--- config.mk ---
export PLATFORM = sky130hd
export DESIGN_NAME = apg_guard
export DESIGN_NICKNAME = d
export VERILOG_FILES = /design/src/rtl/apg_pkg.sv /design/src/rtl/apg_window.sv /design/src/rtl/apg_select.sv /design/src/rtl/apg_status.sv /design/src/rtl/apg_guard.sv
export SDC_FILE = /design/constraint.sdc
export NUM_CORES = 1
export LEC_CHECK = 0
export BUFFER_PORTS_ARGS = -buffer_cell sky130_fd_sc_hd__buf_2
export CAP_MARGIN = 20
export CORE_MARGIN = 1.5
export CORE_UTILIZATION = 50
export CTS_CLUSTER_DIAMETER = 40
export CTS_CLUSTER_SIZE = 16
export DETAILED_ROUTE_END_ITERATION = 8
export PLACE_DENSITY = 0.72
export SLEW_MARGIN = 20
export SYNTH_ARGS = -nofsm -noshare
export SYNTH_HDL_FRONTEND = slang
export SYNTH_HIERARCHICAL = 1
export SYNTH_SLANG_ARGS = --single-unit
--- constraint.sdc ---
create_clock -name clk -period 5.04 [get_ports clk]
set_input_delay 1.008 -clock clk [delete_from_list [all_inputs] [get_ports clk]]
set_output_delay 1.008 -clock clk [all_outputs]
set_load 0.05 [all_outputs]
--- src/rtl/apg_pkg.sv ---
package apg_pkg;

   // attribute word flag positions (software-visible layout)
   localparam int F_NOACC   = 20;
   localparam int F_NOWR    = 21;
   localparam int F_NOCACHE = 22;
   localparam int F_EN      = 31;

   // register stride and in-window offsets
   localparam int WIN_STRIDE_LOG2 = 4;
   localparam logic [3:0] OFS_ATTR = 4'h0;
   localparam logic [3:0] OFS_SIZE = 4'h8;

   typedef struct packed {
      logic no_acc;
      logic no_wr;
      logic no_cache;
   } perm_t;

   function automatic logic [31:0] lane_mask(input logic [3:0] be);
      logic [31:0] m;
      for (int b = 0; b < 4; b++) m[b*8 +: 8] = {8{be[b]}};
      return m;
   endfunction

   function automatic logic [31:0] merge_word(input logic [31:0] cur,
                                              input logic [31:0] wd,
                                              input logic [3:0]  be);
      logic [31:0] m;
      m = lane_mask(be);
      return (cur & ~m) | (wd & m);
   endfunction

endpackage

--- src/rtl/apg_window.sv ---
module apg_window
   import apg_pkg::*;
#(
   parameter int PAGE_W = 16
) (
   input  logic              clk,
   input  logic              rst_n,
   input  logic              wr_attr,
   input  logic              wr_size,
   input  logic [3:0]        be,
   input  logic [31:0]       wdata,
   input  logic [PAGE_W-1:0] page,
   output logic              hit,
   output perm_t             perm,
   output logic [31:0]       attr_word,
   output logic [31:0]       size_word
);

   logic [PAGE_W-1:0] base_q;
   logic [PAGE_W-1:0] mask_q;
   logic              en_q;
   perm_t             perm_q;
   logic [31:0]       nxt_attr;
   logic [31:0]       nxt_size;

   always_comb begin
      attr_word                = '0;
      attr_word[PAGE_W-1:0]    = base_q;
      attr_word[F_NOACC]       = perm_q.no_acc;
      attr_word[F_NOWR]        = perm_q.no_wr;
      attr_word[F_NOCACHE]     = perm_q.no_cache;
      attr_word[F_EN]          = en_q;
      size_word                = '0;
      size_word[PAGE_W-1:0]    = mask_q;
   end

   assign nxt_attr = merge_word(attr_word, wdata, be);
   assign nxt_size = merge_word(size_word, wdata, be);

   always_ff @(posedge clk) begin
      if (!rst_n) begin
         base_q <= '0;
         mask_q <= '0;
         en_q   <= 1'b0;
         perm_q <= '0;
      end else begin
         if (wr_attr) begin
            base_q          <= nxt_attr[PAGE_W-1:0];
            en_q            <= nxt_attr[F_EN];
            perm_q.no_acc   <= nxt_attr[F_NOACC];
            perm_q.no_wr    <= nxt_attr[F_NOWR];
            perm_q.no_cache <= nxt_attr[F_NOCACHE];
         end
         if (wr_size) mask_q <= nxt_size[PAGE_W-1:0];
      end
   end

   // size field is a mask of don't-care page bits; zero mask means closed
   assign hit  = en_q && (|mask_q) && (((page ^ base_q) & ~mask_q) == '0);
   assign perm = perm_q;


   top_lane_keeps_fields_chk: assert property (@(posedge clk) disable iff (!rst_n)
      (wr_attr && be == 4'b1000) |=> ($stable(base_q) && $stable(perm_q)));


   no_top_lane_keeps_en_chk: assert property (@(posedge clk) disable iff (!rst_n)
      (wr_attr && !be[3]) |=> $stable(en_q));

endmodule

--- src/rtl/apg_select.sv ---
module apg_select
   import apg_pkg::*;
#(
   parameter int NUM_WIN = 8
) (
   input  logic [NUM_WIN-1:0] hit,
   input  perm_t              perm [NUM_WIN],
   output logic               any_hit,
   output perm_t              sel
);

   localparam int IDX_W = (NUM_WIN > 1) ? $clog2(NUM_WIN) : 1;

   logic [IDX_W-1:0] sel_idx;

   // walk from the top so the lowest index is the last to win
   always_comb begin
      any_hit = 1'b0;
      sel     = '0;
      sel_idx = '0;
      for (int i = NUM_WIN - 1; i >= 0; i--) begin
         if (hit[i]) begin
            any_hit = 1'b1;
            sel     = perm[i];
            sel_idx = IDX_W'(i);
         end
      end
   end


   always_comb begin
      if (any_hit) begin
         lowest_win_chk: assert (hit[sel_idx] &&
            ((hit & ((NUM_WIN'(1) << sel_idx) - NUM_WIN'(1))) == '0));
      end
   end

endmodule

--- src/rtl/apg_status.sv ---
module apg_status #(
   parameter int ADDR_W = 32
) (
   input  logic              clk,
   input  logic              rst_n,
   input  logic              capture,
   input  logic              clear,
   input  logic [ADDR_W-1:0] addr,
   input  logic              is_write,
   input  logic              is_cache,
   output logic              valid,
   output logic [ADDR_W-1:0] addr_q,
   output logic              write_q,
   output logic              cache_q
);

   always_ff @(posedge clk) begin
      if (!rst_n) begin
         valid   <= 1'b0;
         addr_q  <= '0;
         write_q <= 1'b0;
         cache_q <= 1'b0;
      end else if (capture && (!valid || clear)) begin
         valid   <= 1'b1;
         addr_q  <= addr;
         write_q <= is_write;
         cache_q <= is_cache;
      end else if (clear) begin
         valid   <= 1'b0;
      end
   end


   record_hold_chk: assert property (@(posedge clk) disable iff (!rst_n)
      (valid && !clear) |=> (valid && $stable(addr_q) && $stable(write_q)));


   clear_empties_chk: assert property (@(posedge clk) disable iff (!rst_n)
      (clear && !capture) |=> !valid);


   clear_and_new_chk: assert property (@(posedge clk) disable iff (!rst_n)
      (clear && capture) |=> (valid && addr_q == $past(addr)));

endmodule

--- src/rtl/apg_guard.sv ---
module apg_guard
   import apg_pkg::*;
#(
   parameter int          NUM_WIN      = 8,
   parameter int          ADDR_W       = 32,
   parameter int          GRAN_LOG2    = 16,
   parameter int          INT_LOG2     = 16,
   parameter int          REG_AW       = 8,
   parameter logic [31:0] INT_BASE_RST = 32'h0000_1400
) (
   input  logic              clk,
   input  logic              rst_n,
   input  logic              cfg_we,
   input  logic [3:0]        cfg_be,
   input  logic [REG_AW-1:0] cfg_addr,
   input  logic [31:0]       cfg_wdata,
   output logic [31:0]       cfg_rdata,
   input  logic              txn_valid,
   input  logic [ADDR_W-1:0] txn_addr,
   input  logic              txn_write,
   input  logic              txn_cache,
   output logic              res_valid,
   output logic              res_allow,
   output logic              res_deny,
   output logic              res_cache_block,
   output logic              viol_valid,
   output logic [ADDR_W-1:0] viol_addr,
   output logic              viol_write,
   output logic              viol_cache
);

   localparam int PAGE_W   = ADDR_W - GRAN_LOG2;
   localparam int INT_SKIP = INT_LOG2 - GRAN_LOG2;
   localparam int WIDX_W   = REG_AW - WIN_STRIDE_LOG2;
   localparam int CLR_OFS  = NUM_WIN << WIN_STRIDE_LOG2;
   localparam int INT_OFS  = CLR_OFS + 4;

   // elaboration-time parameter checks
   if (NUM_WIN < 1 || NUM_WIN > 16) begin : g_bad_nwin
      $error("apg_guard: NUM_WIN out of range");
   end
   if (PAGE_W < 1 || PAGE_W > 20) begin : g_bad_page
      $error("apg_guard: page field must fit bits [19:0]");
   end
   if (INT_LOG2 < GRAN_LOG2 || INT_LOG2 >= ADDR_W) begin : g_bad_int
      $error("apg_guard: INT_LOG2 out of range");
   end
   if (INT_OFS + 4 > (1 << REG_AW)) begin : g_bad_aw
      $error("apg_guard: REG_AW too small for register map");
   end

   // configuration decode
   logic [WIDX_W-1:0] win_idx;
   logic              in_win;
   logic              clr_req;
   logic              wr_int;

   assign win_idx = cfg_addr[REG_AW-1:WIN_STRIDE_LOG2];
   assign in_win  = int'(cfg_addr) < CLR_OFS;
   assign clr_req = cfg_we && (int'(cfg_addr) == CLR_OFS) && cfg_be[0] && cfg_wdata[0];
   assign wr_int  = cfg_we && (int'(cfg_addr) == INT_OFS);

   // windows
   logic [NUM_WIN-1:0] hit_vec;
   logic [NUM_WIN-1:0] wr_attr;
   logic [NUM_WIN-1:0] wr_size;
   perm_t              perm_arr   [NUM_WIN];
   logic [31:0]        attr_words [NUM_WIN];
   logic [31:0]        size_words [NUM_WIN];
   logic [PAGE_W-1:0]  txn_page;

   assign txn_page = txn_addr[ADDR_W-1:GRAN_LOG2];

   for (genvar i = 0; i < NUM_WIN; i++) begin : g_win
      assign wr_attr[i] = cfg_we && in_win && (win_idx == WIDX_W'(i))
                          && (cfg_addr[WIN_STRIDE_LOG2-1:0] == OFS_ATTR);
      assign wr_size[i] = cfg_we && in_win && (win_idx == WIDX_W'(i))
                          && (cfg_addr[WIN_STRIDE_LOG2-1:0] == OFS_SIZE);
      apg_window #(.PAGE_W(PAGE_W)) u_win (
         .clk       (clk),
         .rst_n     (rst_n),
         .wr_attr   (wr_attr[i]),
         .wr_size   (wr_size[i]),
         .be        (cfg_be),
         .wdata     (cfg_wdata),
         .page      (txn_page),
         .hit       (hit_vec[i]),
         .perm      (perm_arr[i]),
         .attr_word (attr_words[i]),
         .size_word (size_words[i])
      );
   end

   // internal register space base (always exempt)
   logic [PAGE_W-1:0] int_base_q;
   logic [31:0]       int_word;
   logic [31:0]       int_nxt;

   always_comb begin
      int_word             = '0;
      int_word[PAGE_W-1:0] = int_base_q;
   end
   assign int_nxt = merge_word(int_word, cfg_wdata, cfg_be);

   always_ff @(posedge clk) begin
      if (!rst_n)      int_base_q <= INT_BASE_RST[PAGE_W-1:0];
      else if (wr_int) int_base_q <= int_nxt[PAGE_W-1:0];
   end

   // readback
   always_comb begin
      cfg_rdata = '0;
      for (int i = 0; i < NUM_WIN; i++) begin
         if (in_win && win_idx == WIDX_W'(i)) begin
            if (cfg_addr[WIN_STRIDE_LOG2-1:0] == OFS_ATTR) cfg_rdata = attr_words[i];
            if (cfg_addr[WIN_STRIDE_LOG2-1:0] == OFS_SIZE) cfg_rdata = size_words[i];
         end
      end
      if (int'(cfg_addr) == INT_OFS) cfg_rdata = int_word;
   end

   // priority pick and decision
   logic  any_hit;
   perm_t sel;
   logic  exempt;
   logic  deny_c;
   logic  cblk_c;

   apg_select #(.NUM_WIN(NUM_WIN)) u_sel (
      .hit     (hit_vec),
      .perm    (perm_arr),
      .any_hit (any_hit),
      .sel     (sel)
   );

   always_comb begin
      exempt = txn_addr[ADDR_W-1:INT_LOG2] == int_base_q[PAGE_W-1:INT_SKIP];
      deny_c = !exempt && any_hit && (sel.no_acc || (txn_write && sel.no_wr));
      cblk_c = !exempt && any_hit && !deny_c && txn_cache && sel.no_cache;
   end

   always_ff @(posedge clk) begin
      if (!rst_n) begin
         res_valid       <= 1'b0;
         res_allow       <= 1'b0;
         res_deny        <= 1'b0;
         res_cache_block <= 1'b0;
      end else begin
         res_valid       <= txn_valid;
         res_allow       <= txn_valid && !deny_c;
         res_deny        <= txn_valid && deny_c;
         res_cache_block <= txn_valid && cblk_c;
      end
   end

   apg_status #(.ADDR_W(ADDR_W)) u_stat (
      .clk      (clk),
      .rst_n    (rst_n),
      .capture  (txn_valid && deny_c),
      .clear    (clr_req),
      .addr     (txn_addr),
      .is_write (txn_write),
      .is_cache (txn_cache),
      .valid    (viol_valid),
      .addr_q   (viol_addr),
      .write_q  (viol_write),
      .cache_q  (viol_cache)
   );


   result_follows_chk: assert property (@(posedge clk) disable iff (!rst_n)
      txn_valid |=> res_valid);


   result_single_chk: assert property (@(posedge clk) disable iff (!rst_n)
      !txn_valid |=> !res_valid);


   one_verdict_chk: assert property (@(posedge clk) disable iff (!rst_n)
      res_valid |-> (res_allow != res_deny));


   quiet_idle_chk: assert property (@(posedge clk) disable iff (!rst_n)
      !res_valid |-> !(res_allow || res_deny || res_cache_block));


   cblk_needs_allow_chk: assert property (@(posedge clk) disable iff (!rst_n)
      res_cache_block |-> res_allow);


   exempt_pass_chk: assert property (@(posedge clk) disable iff (!rst_n)
      (txn_valid && exempt) |=> (res_allow && !res_cache_block));


   deny_logged_chk: assert property (@(posedge clk) disable iff (!rst_n)
      res_deny |-> viol_valid);

endmodule

## Word level (Yosys, flattened, before mapping)

Cells that the tools add are included.

- Bits in registers: 343
- Bits of input ports: 82
- Output and inout port bits: 71
- Word-level logic and storage cells: 259

- Order comparisons: 1
- Eq/ne operators: 11
- Mux-type cells: 43
- Bitwise logic cells: 60
- Reductions and logical operators: 87

Operators by type and width:

| operator | number |
|---|---|
| two-way mux 32 bit | 25 |
| AND 32 bit | 9 |
| AND 16 bit | 17 |
| OR 32 bit | 8 |
| OR 16 bit | 9 |
| zero test 16 bit | 8 |
| inverter 16 bit | 8 |
| OR reduction 16 bit | 8 |
| XOR 16 bit | 8 |
| logical AND 1 bit | 63 |
| inverter 32 bit | 1 |
| two-way mux 3 bit | 8 |
| equality test 16 bit | 1 |
| equality test 4 x 3 -> 1 bit, second input constant | 4 |
| equality test 8 bit, second input constant | 2 |
| two-way mux 1 bit | 10 |
| equality test 4 x 2 -> 1 bit, second input constant | 2 |
| zero test 4 bit | 2 |
| less-than comparator 8 bit, second input constant | 1 |
| equality test 4 x 1 -> 1 bit, second input constant | 1 |
| equality test 4 bit, second input constant | 1 |
| zero test 1 bit | 3 |
| logical OR 1 bit | 2 |
| nonzero test 2 bit | 1 |

## Depth between registers and ports, before layout

Gate-level depths: netlist of the first run.

- Word-level depth: 26
- Depth in mapped cells: 15
- Gate-level depth less buffers: 13

## Modules after synthesis

Netlist of the first run, hierarchy kept.

By module, submodules not included:

| module | instances | cells each | area an instance (sq um) | seq. area each (sq um) |
|---|---|---|---|---|
| apg_window | 8 | 227 | 1,871.8 | 720.7 |
| apg_guard | 1 | 706 | 5,978.2 | 400.4 |
| apg_status | 1 | 152 | 1,440.1 | 700.7 |
| apg_select | 1 | 40 | 220.2 | 0.0 |

## Worst setup path after synthesis of the first run

OpenSTA, ideal clock, no wires.

- Kind: input-to-output
- Start point: input port cfg_addr[5]
- End point: output port cfg_rdata[18]
- Arrival time: 3.339 ns
- Data required time: 4.032 ns
- Slack: 0.693 ns
- Stages: 8
- Path buffers: 4
- Path through: buf_4 > buf_4 > buf_4 > buf_2 > nor2_1 > a221oi_1 > nand3_1 > a221oi_1

- Word-level cells in the longest chain between the ends: 25
- Elaborated cells between the ends (all ways): 41
- Classes of those cells: order compare: 1; eq/ne: 8; mux: 23; reduce/logical: 9

RTL lines:

| item | line | RTL |
|---|---|---|
| start, declared | apg_guard.sv:15 | `input logic [REG_AW-1:0] cfg_addr,` |
| less-than comparator 8 bit or zero test 4 bit (tied branches) | apg_guard.sv:59, apg_guard.sv:114 |  |
| logical AND 1 bit | apg_guard.sv:114 | `if (in_win && win_idx == WIDX_W'(i)) begin` |
| two-way mux 32 bit | apg_guard.sv:114 |  |
| two-way mux 32 bit | apg_guard.sv:115 | `if (cfg_addr[WIN_STRIDE_LOG2-1:0] == OFS_ATTR) cfg_rdata = attr_words[i];` |
| two-way mux 32 bit | apg_guard.sv:116 | `if (cfg_addr[WIN_STRIDE_LOG2-1:0] == OFS_SIZE) cfg_rdata = size_words[i];` |
| two-way mux 32 bit | apg_guard.sv:114 |  |
| two-way mux 32 bit | apg_guard.sv:115 |  |
| two-way mux 32 bit | apg_guard.sv:116 |  |
| [... 9 more ...] | n/a |  |
| two-way mux 32 bit | apg_guard.sv:114 |  |
| two-way mux 32 bit | apg_guard.sv:115 |  |
| two-way mux 32 bit | apg_guard.sv:116 |  |
| two-way mux 32 bit | apg_guard.sv:114 |  |
| two-way mux 32 bit | apg_guard.sv:115 |  |
| two-way mux 32 bit | apg_guard.sv:116 |  |
| two-way mux 32 bit | apg_guard.sv:114 |  |
| two-way mux 32 bit (*) | apg_guard.sv:119 | `if (int'(cfg_addr) == INT_OFS) cfg_rdata = int_word;` |
| end, declared | apg_guard.sv:17 | `output logic [31:0] cfg_rdata,` |

Every way passes the cells marked *; elsewhere a longest branch is shown, timed or not.

## Worst setup path in the final report of the first run

- Start point: input port cfg_addr[4]
- End point: output port cfg_rdata[14]

The elaborated chain is that of the path after synthesis.

==> results.py, run 1 <==
metrics = {
    "outcome": {
        "outcome": "complete, but fails checks",
        "failed_checks": "max-slew violations",
    },
    "critical_path": {
        "crit_required_ns": 4.03,
        "arrival_ns": 3.53,
        "cp-start-kind": "input pin",
        "endpoint_kind": "primary output",
        "crit_type": "input pin to primary output",
        "rrSetupSlack_ns": 1.34,
        "rr_worst_depth": 15,
        "cp_max_fo": 27,
        "worstReg2RegEnd": "u_stat/addr_q[10]",
    },
    "timing": {
        "setup-tns-final_ns": 0,
        "finalClockSkew_ns": 0.0359,
        "rsz0062_at_grt": "false",
        "period_needed_ns": 4.54,
        "fmax_ghz": 0.220,
        "period_share": 0.900,
        "setup_viol": 0,
        "drv_slew": 1,
        "hold_viol_final": 0,
        "tightest_slew_ns": 1.51,
        "slew_headroom": -0.0175,
    },
    "finish": {
        "mostFrequentLayoutCells": "nand2_1 (456), dfxtp_1 (343), nand3_1 (300)",
        "final_nets": 2870,
        "layout-drive-gt1-share": 0.148,
        "final_common_cell": "nand2_1",
        "fillers": 4023,
        "area_growth_syn_to_layout_pct": 9.49,
        "fin_util": 0.557,
    },
    "worst_hold_path": {
        "hold_path_end": "u_stat/addr_q[21]",
        "min_from": "u_stat/addr_q[21]",
        "worstHoldPathType": "register to register",
        "hold_depth": 2,
    },
    "logic_synthesis": {
        "ys_top_cells_by_area": "dfxtp_1 (30%), buf_4 (9.2%), mux2i_1 (8.8%), nand2_1 (7.6%), a21boi_0 (6.7%)",
        "ys_types": 74,
        "yosysWarnings": 6,
        "synth_xor_area_frac": 0.0558,
        "synth_seq_cells": 343,
        "ys.flop_type": "dfxtp_1",
        "synth.mux.area_fraction": 0.132,
        "synth_edf_count": 0,
        "synth_top_area_cell": "dfxtp_1",
        "avgSynthCellArea_um2": 8.33,
        "synth_top_area_share": 0.304,
        "syn_area_um2": 22600,
        "synth-adder-area-share": 0,
        "synth_top_family_by_area": "simple AND/OR/NAND/NOR gates",
        "synth_simple_gate_area_frac": 0.200,
        "synth_compound_area_frac": 0.179,
        "synthArstFlopShare": 0,
        "syn_inst": 2714,
        "synth_seq_area_share": 0.304,
    },
    "route": {
        "vias": 21000,
        "firstDrtPassIters": 6,
        "via_per_inst": 6.12,
        "drt_iter0_drc": 2997,
        "ant_nets": 0,
        "wl_per_cell_um": 23.9,
        "drc": 0,
        "routed_wl_um": 82000,
    },
    "cts": {
        "cts_buffers": 54,
        "cts.reportedPaths.clkPinSlew_ns": 0.06,
        "cts.sinks": 343,
        "cts-root-buf": "clkbuf_16",
        "cts_max_path_buffers": 3,
        "cts_setup_buffers": 0,
        "insertion_delay_ns": 0.61,
        "ctsResizeCount": 0,
        "htree_levels": 2,
        "cts_tree": "done",
        "hold_buffers": 0,
    },
    "pwr": {
        "p_clk_frac": 0.524,
        "peakVddDrop_mv": 0.269,
        "p_leak_nw": 8.82,
        "switching_power_mw": 1.96,
        "p_per_area_nw_per_um2": 293,
        "swShare": 0.271,
        "comb_power_share": 0.101,
        "power.internal_mw": 5.28,
        "pwr-share-seq": 0.375,
    },
    "floorplanning": {
        "start_util": 0.509,
        "pin_count": 153,
        "core_area_um2": 44400,
        "die_w_um": 216,
        "die-area_um2": 46500,
        "die_h_um": 216,
        "fp-row-count": 77,
    },
    "placed_design": {
        "port_buffers": 139,
        "gp_congestion": 0.992,
        "dp_hpwl_um": 55900,
    },
    "global_route": {
        "grt_pass1_wl_um": 121000,
        "gr-usage-all-layers": 0.342,
        "grt-ovfl-total": 0,
        "grt_max_degree": 177,
        "grt_pass1_vias": 19800,
        "antenna_found_initial": 1,
    },
    "flow_run": {
        "maxCapViolCount": 0,
    },
}
## power by group through the flow
stage,Combinational (mW),Clock (mW),Sequential (mW)
finish,0.732,3.79,2.72
floorplan,0.547,0,2.78
global route,0.761,3.92,2.72
CTS,0.698,3.82,2.72
detailed placement,0.696,0,2.78
global placement,0.688,0,2.78
## metrics by stage
| stage | std cells | area [um2] | hold WS, ns | setup WS [ns] | power [mW] |
|---|---|---|---|---|---|
| after global placement | 3324 | 22900 | 0.440 | 0.387 | 3.46 |
| after floorplan | 2930 | 23400 | 0.445 | 0.693 | 3.32 |
| after detailed placement | 3324 | 22900 | 0.444 | 0.331 | 3.47 |
| after global routing | 3424 | 24800 | 0.481 | 0.485 | 7.40 |
| final | 3425 | 24800 | 0.454 | 0.504 | 7.24 |
| after CTS | 3424 | 24700 | 0.454 | 0.628 | 7.23 |
## worst max-delay path, cell delays in order
cell	delay (ns)
buf_2	0.30
buf_4	0.45
nor2b_1	0.24
nand2_1	0.27
a211oi_1	0.51
o221ai_1	0.39
buf_2	0.32
## routing by layer
metal  track usage  vias up  share of wire
met2         0.527     1318           0.43
met4         0.210        2          0.070
met5             0        -        0.00016
met3        0.0757      334           0.12
li1              -     9349              -
met1         0.436     9970           0.38
## cell usage after synthesis (4+ instances only)
| library cell | n |
|---|---|
| buf_2 | 27 |
| a221oi_1 | 12 |
| mux2i_1 | 199 |
| a221o_1 | 6 |
| inv_1 | 6 |
| nand3_1 | 300 |
| o211ai_1 | 8 |
| a211oi_1 | 10 |
| a21boi_1 | 88 |
| nor4_2 | 9 |
| clkbuf_1 | 102 |
| buf_6 | 14 |
| conb_1 | 8 |
| and4_1 | 9 |
| nor2_1 | 55 |
| o21ai_0 | 61 |
| o221ai_1 | 14 |
| a21boi_0 | 201 |
| a22oi_1 | 12 |
| or4_1 | 8 |
| nor4_1 | 34 |
| xnor2_1 | 144 |
| a31oi_1 | 4 |
| mux2_2 | 25 |
| dfxtp_1 | 343 |
| nand2_1 | 456 |
| mux4_2 | 32 |
| buf_4 | 276 |
| o22ai_1 | 89 |
| nand4_1 | 6 |
| nor3_1 | 10 |
| nor2b_1 | 22 |
| or4_4 | 8 |
| a21oi_1 | 51 |
| nand2b_1 | 6 |
## worst max path at each step
| stage | start | slack, ns | to |
|---|---|---|---|
| final | cfg_addr[4] | 0.50 | cfg_rdata[14] |
| after global routing | cfg_addr[5] | 0.49 | cfg_rdata[20] |
| after CTS | cfg_addr[5] | 0.63 | cfg_rdata[20] |
| after detailed placement | txn_addr[17] | 0.33 | u_stat/addr_q[1] |
| after global placement | txn_addr[30] | 0.39 | u_stat/addr_q[19] |
| after floorplan | cfg_addr[5] | 0.69 | cfg_rdata[18] |
## final cells by class
type / instances / area [um2] / area share
multi-input cells: 2153 / 13700 / 0.554
flip-flops and latches: 343 / 6870 / 0.277
repair buffers: 228 / 1550 / 0.0628
clock buffers: 67 / 1440 / 0.0582
well taps: 592 / 741 / 0.0299
clock inverters: 33 / 402 / 0.0162
inverters: 8 / 32.5 / 0.00131
diodes: 1 / 2.50 / 0.000101
## logic make-up after synthesis
| family | count (synthesis) |
|---|---|
| DFF | 343 |
| xor gates and xnor gates | 144 |
| buffers and inverters | 434 |
| other | 8 |
| AOI/OAI and AO/OA | 580 |
| muxes | 256 |
| and+or+nand+nor | 949 |
(Power assumes the default switching activity.)
==> run 2: changes to the inputs <==
--- a/config.mk
+++ b/config.mk
@@ -5,6 +5,7 @@
 export SDC_FILE = /design/constraint.sdc
 export NUM_CORES = 1
 export LEC_CHECK = 0
+export ABC_AREA = 1
 export BUFFER_PORTS_ARGS = -buffer_cell sky130_fd_sc_hd__buf_2
 export CAP_MARGIN = 20
 export CORE_MARGIN = 1.5
==> run 2 against run 1 <==
  * The run now ends clean
  * Utilization decreased by 0.40 points
  * Worst hold slack improved by 0.019 ns
  * Global-route usage decreased by 4.4 points
  * Largest power group unchanged
==> results.py, run 2 <==
metrics = {
    "floorplanning": {
        "core_area_um2": 45700,
        "die_h_um": 219,
        "die_w_um": 219,
        "die-area_um2": 48000,
        "fp-row-count": 78,
        "pin_count": 153,
        "start_util": 0.511,
    },
    "logic_synthesis": {
        "ys.flop_type": "dfxtp_1",
        "ys_top_cells_by_area": "dfxtp_1 (29%), nand2_1 (15%), buf_4 (9.2%), a21oi_1 (8.0%), inv_1 (6.9%)",
        "synth_top_area_share": 0.294,
        "ys_types": 48,
        "syn_inst": 3740,
        "synth_edf_count": 0,
        "avgSynthCellArea_um2": 6.24,
        "yosysWarnings": 6,
        "synth_top_area_cell": "dfxtp_1",
        "synthArstFlopShare": 0,
        "synthTopCellsByCount": "nand2_1 (958), inv_1 (428), a21oi_1 (372)",
        "syn_area_um2": 23300,
        "synth_seq_area_share": 0.294,
        "synth_seq_cells": 343,
        "yosysMostFrequentCell": "nand2_1",
    },
    "finish": {
        "layout-drive-gt1-share": 0.0987,
        "area_growth_syn_to_layout_pct": 8.30,
        "final_nets": 3862,
        "antenna_cells": 0,
        "final_common_cell": "nand2_1",
        "stdcell_area_um2": 25300,
        "mostFrequentLayoutCells": "nand2_1 (958), inv_1 (428), a21oi_1 (372)",
    },
    "route": {
        "drt_iter0_drc": 2385,
        "firstDrtPassIters": 5,
        "via_per_inst": 5.23,
        "drc": 0,
        "wl_per_cell_um": 16.5,
        "routed_wl_um": 72900,
        "ant_nets": 0,
        "vias": 23200,
    },
    "cts": {
        "cts.reportedPaths.clkPinSlew_ns": 0.05,
        "cts-root-buf": "clkbuf_16",
        "hold_buffers": 0,
        "cts_max_path_buffers": 3,
        "cts_tree": "done",
        "insertion_delay_ns": 0.62,
        "cts_setup_buffers": 0,
        "htree_levels": 2,
        "cts_buffers": 59,
        "cts.sinks": 343,
        "ctsResizeCount": 0,
    },
    "timing": {
        "setup_viol": 0,
        "fmax_ghz": 0.229,
        "setup-tns-final_ns": 0,
        "fin_hold_ws_ns": 0.472,
        "tightest_slew_ns": 1.07,
        "period_share": 0.868,
        "drv_slew": 0,
        "finalClockSkew_ns": 0.0331,
        "period_needed_ns": 4.37,
        "slew_headroom": 0.282,
        "hold_viol_final": 0,
        "rsz0062_at_grt": "false",
    },
    "global_route": {
        "grt_most_used_layer": "met2",
        "grt_pass1_wl_um": 112000,
        "grt_use_met3": 0.0416,
        "antenna_found_initial": 0,
        "grtUsageMet1": 0.404,
        "gr-usage-all-layers": 0.298,
        "grt_pass1_vias": 20500,
        "grt_max_degree": 123,
        "globalRouteMet2Util": 0.477,
        "grt-ovfl-total": 0,
    },
    "critical_path": {
        "worstReg2RegEnd": "u_stat/addr_q[5]",
        "startpoint": "cfg_addr[4]",
        "cp-start-kind": "input pin",
        "rr_worst_depth": 19,
        "rrSetupSlack_ns": 1.91,
        "endpoint_kind": "primary output",
        "endpoint": "cfg_rdata[20]",
        "crit_required_ns": 4.03,
        "arrival_ns": 3.37,
        "cp_max_fo": 20,
        "crit_type": "input pin to primary output",
    },
    "placed_design": {
        "placed_cell_area_um2": 23200,
        "port_buffers": 140,
        "dp_hpwl_um": 51700,
        "gp_congestion": 0.911,
    },
    "flow_run": {
        "maxCapViolCount": 0,
    },
    "pwr": {
        "p_per_area_nw_per_um2": 301,
        "peakVddDrop_mv": 0.237,
        "power.total_mw": 7.60,
        "p_leak_nw": 11.6,
    },
    "outcome": {
        "outcome": "finished clean",
    },
    "worst_hold_path": {
        "worstHoldPathType": "register to register",
    },
}
[run 2: cell types whose count changed in the layout (fill, tap and decap cells not counted), moves of 87 or more]
cell      delta
o21ai_0    +179
mux2i_1    -191
a21oi_1    +321
xnor2_1    -134
a21boi_1    -87
a21boi_0   -201
nand2_1    +502
nor2_1     +252
inv_1      +422
[run 2: worst min-delay path by stage]
stage                                 start  slack (ns)  cells after the start                end
after global routing               register        0.49                      2           register
after global placement    u_stat/addr_q[12]        0.45                      2  u_stat/addr_q[12]
final                      u_stat/addr_q[3]        0.47                      2   u_stat/addr_q[3]
after detailed placement  u_stat/addr_q[30]        0.46                      2  u_stat/addr_q[30]
after CTS                 u_stat/addr_q[30]        0.48                      2  u_stat/addr_q[30]
after floorplan                    register        0.45                      2           register
[run 2: logic make-up after synthesis]
| group | synth area share |
|---|---|
| compound gates | 0.194 |
| xor+xnor | 0.00413 |
| buf+inv | 0.201 |
| flops | 0.294 |
| mux | 0.00343 |
| other cells | 0.00129 |
| simple gates | 0.303 |
[run 2: critical path: stages]
cell and delay [ns]:
buf_2 0.15, inv_2 0.09, nor2_2 0.31, nand2_1 0.23, inv_2 0.43, nand2_1 0.12, nand3_1 0.09, nand3_1 0.09
nand2_1 0.09, nand2_1 0.06, nand2_1 0.05, nand2_1 0.05, a21oi_1 0.26, buf_2 0.33
[run 2: layout make-up]
class / count / area, um2
clock inverter: 37 / 507
sequential: 343 / 6870
inverter: 441 / 1660
fill: 4540 / 20400
timing repair buffer: 194 / 1280
multi-input combinational: 2741 / 12600
clock buffer: 72 / 1590
tap: 600 / 751
[run 2: power breakdown]
part | leakage [nW] | total (mW) | internal [mW] | switching (mW)
Sequential | 2.76 | 2.72 | 2.72 | 0.00236
Combinational | 7.77 | 0.632 | 0.165 | 0.467
Clock | 1.03 | 4.24 | 2.76 | 1.49
Total | 11.6 | 7.60 | 5.64 | 1.96
[run 2: stage by stage]
step	cells	util	setup WS [ns]
2_1_floorplan	3956	-	1.22
3_3_place_gp	4319	0.508	0.710
3_5_place_dp	4319	0.508	0.683
4_1_cts	4428	0.553	0.681
5_1_grt	4428	0.553	0.441
6_report	4428	0.553	0.667
[run 2: layer usage]
layer | vias up | routed length, um
li1 | 11700 | -
met1 | 10400 | 31700
met2 | 887 | 33000
met3 | 186 | 5520
met4 | 0 | 2750
met5 | - | 0
